==> src/rtl/tgd_pkg.sv <==
package tgd_pkg;
  localparam int unsigned NPH_DEF  = 3;
  localparam int unsigned DT_W_DEF = 6;

  // decision taken for one leg at an edge
  typedef enum logic [2:0] {
    ACT_KEEP,
    ACT_OFF,
    ACT_ON_LS,
    ACT_ON_HS,
    ACT_WAIT,
    ACT_FREE
  } leg_act_e;
endpackage

==> src/rtl/tgd_sync.sv <==
module tgd_sync #(
  parameter int unsigned     W       = 1,
  parameter logic [W-1:0]    RST_VAL = '0
) (
  input  logic         clk,
  input  logic         clr_n,
  input  logic [W-1:0] d,
  output logic [W-1:0] q
);
  logic [W-1:0] stg1_q;
  logic [W-1:0] stg2_q;

  always_ff @(posedge clk or negedge clr_n) begin
    if (!clr_n) begin
      stg1_q <= RST_VAL;
      stg2_q <= RST_VAL;
    end else begin
      stg1_q <= d;
      stg2_q <= stg1_q;
    end
  end

  assign q = stg2_q;
endmodule

==> src/rtl/tgd_phase.sv <==
module tgd_phase
  import tgd_pkg::*;
#(
  parameter int unsigned DT_W = DT_W_DEF
) (
  input  logic            clk,
  input  logic            arm_n,
  input  logic            core_rst_n,
  input  logic            en_s,
  input  logic            hs_req,
  input  logic            ls_req,
  input  logic [DT_W-1:0] dead,
  input  logic            dt_byp,
  input  logic            xc_byp,
  output logic            hs_on,
  output logic            ls_on,
  output logic            xc_fault
);
  localparam logic [DT_W-1:0] CNT_ONE = {{(DT_W-1){1'b0}}, 1'b1};
  localparam logic [DT_W-1:0] CNT_MAX = {DT_W{1'b1}};

  logic            hs_q, hs_d;
  logic            ls_q, ls_d;
  logic            pre_q, pre_d;
  logic            run_q;
  logic [DT_W-1:0] cnt_q, cnt_d, cnt_inc;
  logic            want_hs, want_ls, gap_ok;
  logic            flt_q, flt_set;
  leg_act_e        act;

  assign want_hs = hs_req & ~ls_req;
  assign want_ls = ls_req & ~hs_req;
  assign gap_ok  = dt_byp | (cnt_q >= dead);
  assign cnt_inc = (cnt_q == CNT_MAX) ? cnt_q : cnt_q + CNT_ONE;

  // choose the action for this edge
  always_comb begin
    act = ACT_KEEP;
    if (xc_byp) begin
      act = ACT_FREE;
    end else if (hs_q && ls_q) begin
      act = ACT_OFF;
    end else if (hs_q) begin
      if (!want_hs) act = ACT_OFF;
    end else if (ls_q) begin
      if (!want_ls) act = ACT_OFF;
    end else if (gap_ok && want_ls) begin
      act = ACT_ON_LS;
    end else if (gap_ok && want_hs && pre_q) begin
      act = ACT_ON_HS;
    end else begin
      act = ACT_WAIT;
    end
  end

  // next state from the action
  always_comb begin
    hs_d  = hs_q;
    ls_d  = ls_q;
    cnt_d = cnt_q;
    pre_d = pre_q | (ls_q & run_q);
    unique case (act)
      ACT_KEEP: ;
      ACT_OFF: begin
        hs_d  = 1'b0;
        ls_d  = 1'b0;
        cnt_d = '0;
      end
      ACT_ON_LS: ls_d = 1'b1;
      ACT_ON_HS: hs_d = 1'b1;
      ACT_WAIT:  cnt_d = cnt_inc;
      ACT_FREE: begin
        hs_d  = hs_req & pre_q;
        ls_d  = ls_req;
        cnt_d = (hs_d | ls_d) ? '0 : cnt_inc;
      end
      default: ;
    endcase
  end

  always_ff @(posedge clk or negedge arm_n) begin
    if (!arm_n) begin
      hs_q  <= 1'b0;
      ls_q  <= 1'b0;
      pre_q <= 1'b0;
      run_q <= 1'b0;
      cnt_q <= '0;
    end else begin
      hs_q  <= hs_d;
      ls_q  <= ls_d;
      pre_q <= pre_d;
      run_q <= ls_q;
      cnt_q <= cnt_d;
    end
  end

  // sticky fault, cleared only by reset
  assign flt_set = en_s & hs_req & ls_req & ~xc_byp;

  always_ff @(posedge clk or negedge core_rst_n) begin
    if (!core_rst_n) begin
      flt_q <= 1'b0;
    end else if (flt_set) begin
      flt_q <= 1'b1;
    end
  end

  assign hs_on    = hs_q;
  assign ls_on    = ls_q;
  assign xc_fault = flt_q;
endmodule

==> src/rtl/tri_gate_guard.sv <==
module tri_gate_guard
  import tgd_pkg::*;
#(
  parameter int unsigned NPH  = NPH_DEF,
  parameter int unsigned DT_W = DT_W_DEF
) (
  input  logic            clk,
  input  logic            rst_n,
  input  logic            en_a,
  input  logic            en_b,
  input  logic [NPH-1:0]  hs_cmd_n,
  input  logic [NPH-1:0]  ls_cmd,
  input  logic [DT_W-1:0] cfg_dead,
  input  logic            cfg_dt_bypass,
  input  logic            cfg_xc_bypass,
  output logic [NPH-1:0]  gate_hs,
  output logic [NPH-1:0]  gate_ls,
  output logic [NPH-1:0]  fault
);
  logic           en_all;
  logic           rst_i;
  logic           en_s;
  logic           arm_n;
  logic           en_clr_n;
  logic           pass;
  logic [NPH-1:0] hs_s_n, ls_s;
  logic [NPH-1:0] hs_q, ls_q;

  assign en_all   = en_a & en_b;
  assign en_clr_n = rst_i & en_all;
  assign arm_n    = rst_i & en_s;
  assign pass     = en_all & rst_n;

  tgd_sync #(.W(1), .RST_VAL(1'b0)) u_rst_sync (
    .clk(clk), .clr_n(rst_n), .d(1'b1), .q(rst_i)
  );

  tgd_sync #(.W(1), .RST_VAL(1'b0)) u_en_sync (
    .clk(clk), .clr_n(en_clr_n), .d(1'b1), .q(en_s)
  );

  tgd_sync #(.W(NPH), .RST_VAL({NPH{1'b1}})) u_hs_sync (
    .clk(clk), .clr_n(rst_i), .d(hs_cmd_n), .q(hs_s_n)
  );

  tgd_sync #(.W(NPH), .RST_VAL({NPH{1'b0}})) u_ls_sync (
    .clk(clk), .clr_n(rst_i), .d(ls_cmd), .q(ls_s)
  );

  for (genvar g = 0; g < NPH; g++) begin : g_leg
    tgd_phase #(.DT_W(DT_W)) u_leg (
      .clk       (clk),
      .arm_n     (arm_n),
      .core_rst_n(rst_i),
      .en_s      (en_s),
      .hs_req    (~hs_s_n[g]),
      .ls_req    (ls_s[g]),
      .dead      (cfg_dead),
      .dt_byp    (cfg_dt_bypass),
      .xc_byp    (cfg_xc_bypass),
      .hs_on     (hs_q[g]),
      .ls_on     (ls_q[g]),
      .xc_fault  (fault[g])
    );
  end

  // combinational forced-off path
  assign gate_hs = hs_q & {NPH{pass}};
  assign gate_ls = ls_q & {NPH{pass}};
endmodule

==> config.mk <==
export PLATFORM = sky130hd
export DESIGN_NAME = tri_gate_guard
export DESIGN_NICKNAME = d
export VERILOG_FILES = /design/src/rtl/tgd_pkg.sv /design/src/rtl/tgd_sync.sv /design/src/rtl/tgd_phase.sv /design/src/rtl/tri_gate_guard.sv
export SDC_FILE = /design/constraint.sdc
export NUM_CORES = 1
export LEC_CHECK = 0
export ABC_CLOCK_PERIOD_IN_PS = 4050
export BUFFER_PORTS_ARGS = -buffer_cell sky130_fd_sc_hd__buf_2
export CAP_MARGIN = 10
export CORE_MARGIN = 3
export CORE_UTILIZATION = 40
export DETAILED_ROUTE_END_ITERATION = 7
export PLACE_DENSITY = 0.64
export REMOVE_ABC_BUFFERS = 1
export SYNTH_ARGS = -nofsm -noshare
export SYNTH_HDL_FRONTEND = slang
export SYNTH_SLANG_ARGS = --single-unit
==> constraint.sdc <==
create_clock -name clk -period 4.05 [get_ports clk]
set_input_delay 0.405 -clock clk [delete_from_list [all_inputs] [get_ports clk]]
set_output_delay 0.405 -clock clk [all_outputs]
set_load 0.005 [all_outputs]
==> flow_summary.yaml <==
die:
  floorplan.die.height_um: 93.1
  pin_count: 27
  std_cell_rows: 31
  dieArea_mm2: 0.00867
  die_x_um: 93.1
  total_core_area_mm2: 0.00729
  initial_core_util_pct: 41.6
sta:
  post-route-min-period_ns: 2.31
  max_freq_ghz: 0.433
  final_max_slew_viol_count: 0
  final.period_utilization_pct: 57.0
  total_neg_setup_slack_ns: 0
  final_hold_viol_count: 0
  tightest_slew_ns: 0.817
  rsz0062_at_grt: "false"
  worst_slew_margin_rel_pct: 45.2
  clock-skew-final_ns: 0.00937
  setup_viol: 0
layout:
  syn_to_final_growth_pct: 11.1
  n_antenna_cell: 0
  drive_above_1_share_pct: 18.8
  post_layout_nets: 374
  layout_commonest_cell: "dfrtp_1"
  finalNonFillerCells: 435
  filler_cell_count: 707
  final_cell_mix: "dfrtp_1, buf_2, inv_1"
critical_path:
  cpMaxStageDelayCell: "dfrtp_1"
  critPathTopFamily: "compound AO/OA/AOI/OAI gates"
  critPathMaxStageDelay_ns: 0.43
  worstPathBufferInverterCount: 0
  critical_path_depth_in_cells: 6
  worstPathMaxFanout: 13
  required_ns: 4.25
  cp_cell_sequence: "ha_1 > a21o_1 > a211oi_1 > o21ai_1 > a31o_2 > a221o_1"
  crit_path_dat_ns: 2.50
  number_of_cells_traversed_by_the_worst_register_to_register_path: 6
  worst_setup_path_end_kind: "flop"
  path_class: "flop to flop"
  worstSetupStartpointType: "flop"
synthesis:
  postSynthCellCount: 309
  count_of_flip_flops_with_a_built_in_enable_after_synthesis: 0
  ys.flop_type: "dfrtp_1"
  fraction_of_synthesis_flops_using_an_asynchronous_set_or_reset_pin_pct: 100
  syn_avg_cell_area_um2: 9.82
  mappedNetlistArea_mm2: 0.00303
  synth_sequential_area_ratio_pct: 40.7
  yosysUniqueCellTypes: 61
  synth_seq_cells: 49
  yosysWarnings: 0
cts:
  path_clk_slew_ns: 0.10
  holdBufCountCts: 2
  cts_htree_levels: 2
  clock_tree.buffer_depth: 2
  cts-resized-gates: 0
  clock_sink_count: 49
  clkLatencyLatePin_ns: 0.31
  cts_inserted_buffers: 5
  postCtsSetupBuffers: 0
  clock_tree.root_cell: "clkbuf_8"
  tritoncts: "yes"
min_path:
  hp-class: "primary input to flop"
  timing.hold.worst_path_depth: 1
route:
  route.final.wire_length_um: 6550
  final_antenna_net_count: 0
  drc: 0
  first_pass_iters: 5
  avgRoutedWirePerCell_um: 15.0
  drt_first_iter_violations: 179
  detail_route.vias_per_cell: 5.63
  via_total_after_detailed_routing: 2451
global_route:
  grt_pass1_wl_um: 11400
  grt_util_all_layers_pct: 16.3
  gr-total-overflow: 0
  grt_pass1_vias: 2384
  grt_start_max_net_pins: 31
  antenna_found_initial: 0
place:
  placed_cells: 424
  place_congestion: 0.852
  io_buffers: 26
  detailedPlacementHpwl_um: 4730
status:
  status: "complete, no violations"
power_and_ir_drop:
  p_leak_nw: 1.52
  irDropWorstVdd_v: 0.000179
  power_dens_cells_mw_per_mm2: 389
job:
  max_cap_violations: 0
worst reg2reg max path: cells and delay by family (launching register included):
kind	cells	cell delay (ns)
DFF	1	0.43
adders and majority gates	1	0.31
AOI/OAI and AO/OA	5	1.46
worst paths after layout:
path / endpoint / slack (ns) / start
setup / recovery: g_leg[0].u_leg.cnt_q[1] / 1.74 / g_leg[0].u_leg.cnt_q[4]
hold / removal: u_hs_sync.stg1_q[0] / 0.18 / hs_cmd_n[0]
setup reg to reg: g_leg[0].u_leg.cnt_q[1] / 1.74 / g_leg[0].u_leg.cnt_q[4]
hold reg to reg: g_leg[1].u_leg.xc_fault / 0.25 / u_rst_sync.q
max in group asynchronous: g_leg[0].u_leg.pre_q / 2.84 / u_rst_sync.q
min in group asynchronous: g_leg[1].u_leg.xc_fault / 0.25 / u_rst_sync.q
report_power, final:
part,switching [mW],internal [mW]
registers,0.0768,0.547
logic,0.191,0.140
clock network,0.173,0.185
total,0.440,0.872
registers in the layout (all words and copies together) (netlist names), 3 cells and up:
name and cells:
u_ls_sync.q 3, g_leg.u_leg.ls_on 3, u_hs_sync.q 3, g_leg.u_leg.pre_q 3, g_leg.u_leg.hs_on 3, g_leg.u_leg.run_q 3
g_leg.u_leg.xc_fault 3, g_leg.u_leg.cnt_q 18, u_ls_sync.stg1_q 3, u_hs_sync.stg1_q 3
layout make-up:
type / instances / area [um^2] / share of cell area (%)
tap: 99 / 124 / 3.67
inverter: 24 / 90.1 / 2.67
clock inverter: 3 / 43.8 / 1.30
clock buffer: 5 / 68.8 / 2.04
multi-input combinational: 225 / 1640 / 48.7
sequential: 49 / 1230 / 36.6
timing repair buffer: 30 / 168 / 4.97
metal layers:
layer,wire (um),global-route usage (%),vias to the layer above
met4,80,4.03,0
met2,2910,25.9,47
met3,261,3.22,8
met1,3290,22.9,1190
met5,0,0,-
li1,-,-,1206
through the flow:
step                      hold WS, ns  util [%]  area [um^2]  power, mW  setup slack [ns]
after global routing            0.168      46.2         3370       1.41              1.55
after floorplan                 0.109         -         2970      0.857              1.89
after detailed placement        0.201      44.3         3230      0.959              1.60
after CTS                     0.00164      46.1         3360       1.32              1.75
after global placement          0.197      44.3         3230      0.945              1.62
final                           0.182      46.2         3370       1.31              1.74
synthesized netlist by cell type (2+ instances only):
master / number / area share, %
a2111oi_0: 3 / 0.87
a211oi_1: 7 / 1.7
a211oi_4: 2 / 1.3
a21o_1: 10 / 2.5
a21oi_1: 13 / 2.1
a21oi_2: 2 / 0.58
a221o_1: 3 / 0.99
a22o_1: 3 / 0.87
a22oi_1: 4 / 0.99
a31o_2: 6 / 1.7
a31oi_1: 4 / 0.82
and2_1: 9 / 1.9
and3_1: 8 / 1.6
buf_2: 6 / 0.99
buf_4: 3 / 0.74
dfrtp_1: 43 / 35
dfstp_2: 6 / 5.2
ha_1: 21 / 8.7
inv_1: 24 / 3.0
nand2_1: 23 / 2.8
nand2b_1: 5 / 1.0
nand3_1: 12 / 2.0
nor2_1: 17 / 2.1
nor2b_1: 5 / 1.0
nor3_1: 2 / 0.33
nor3b_1: 2 / 0.49
o2111ai_1: 2 / 0.58
o211ai_1: 16 / 4.0
o21ai_0: 5 / 0.82
o21ai_1: 4 / 0.66
o21bai_1: 2 / 0.49
o221ai_1: 4 / 1.2
o22a_1: 2 / 0.58
o22ai_1: 2 / 0.41
or2_2: 3 / 0.62
kinds of logic (layout without fill, tap and decap cells):
| family | Yosys count | count (layout) | synth area share, % |
|---|---|---|---|
| and+or+nand+nor | 93 | 93 | 16.0 |
| adders and majority gates | 21 | 21 | 8.66 |
| other | 1 | 2 | 0.124 |
| DFF | 49 | 49 | 40.7 |
| muxes | 1 | 1 | 0.330 |
| buffers and inverters | 36 | 62 | 5.32 |
| AOI/OAI and AO/OA | 108 | 108 | 28.9 |
(Power assumes the default switching activity.)
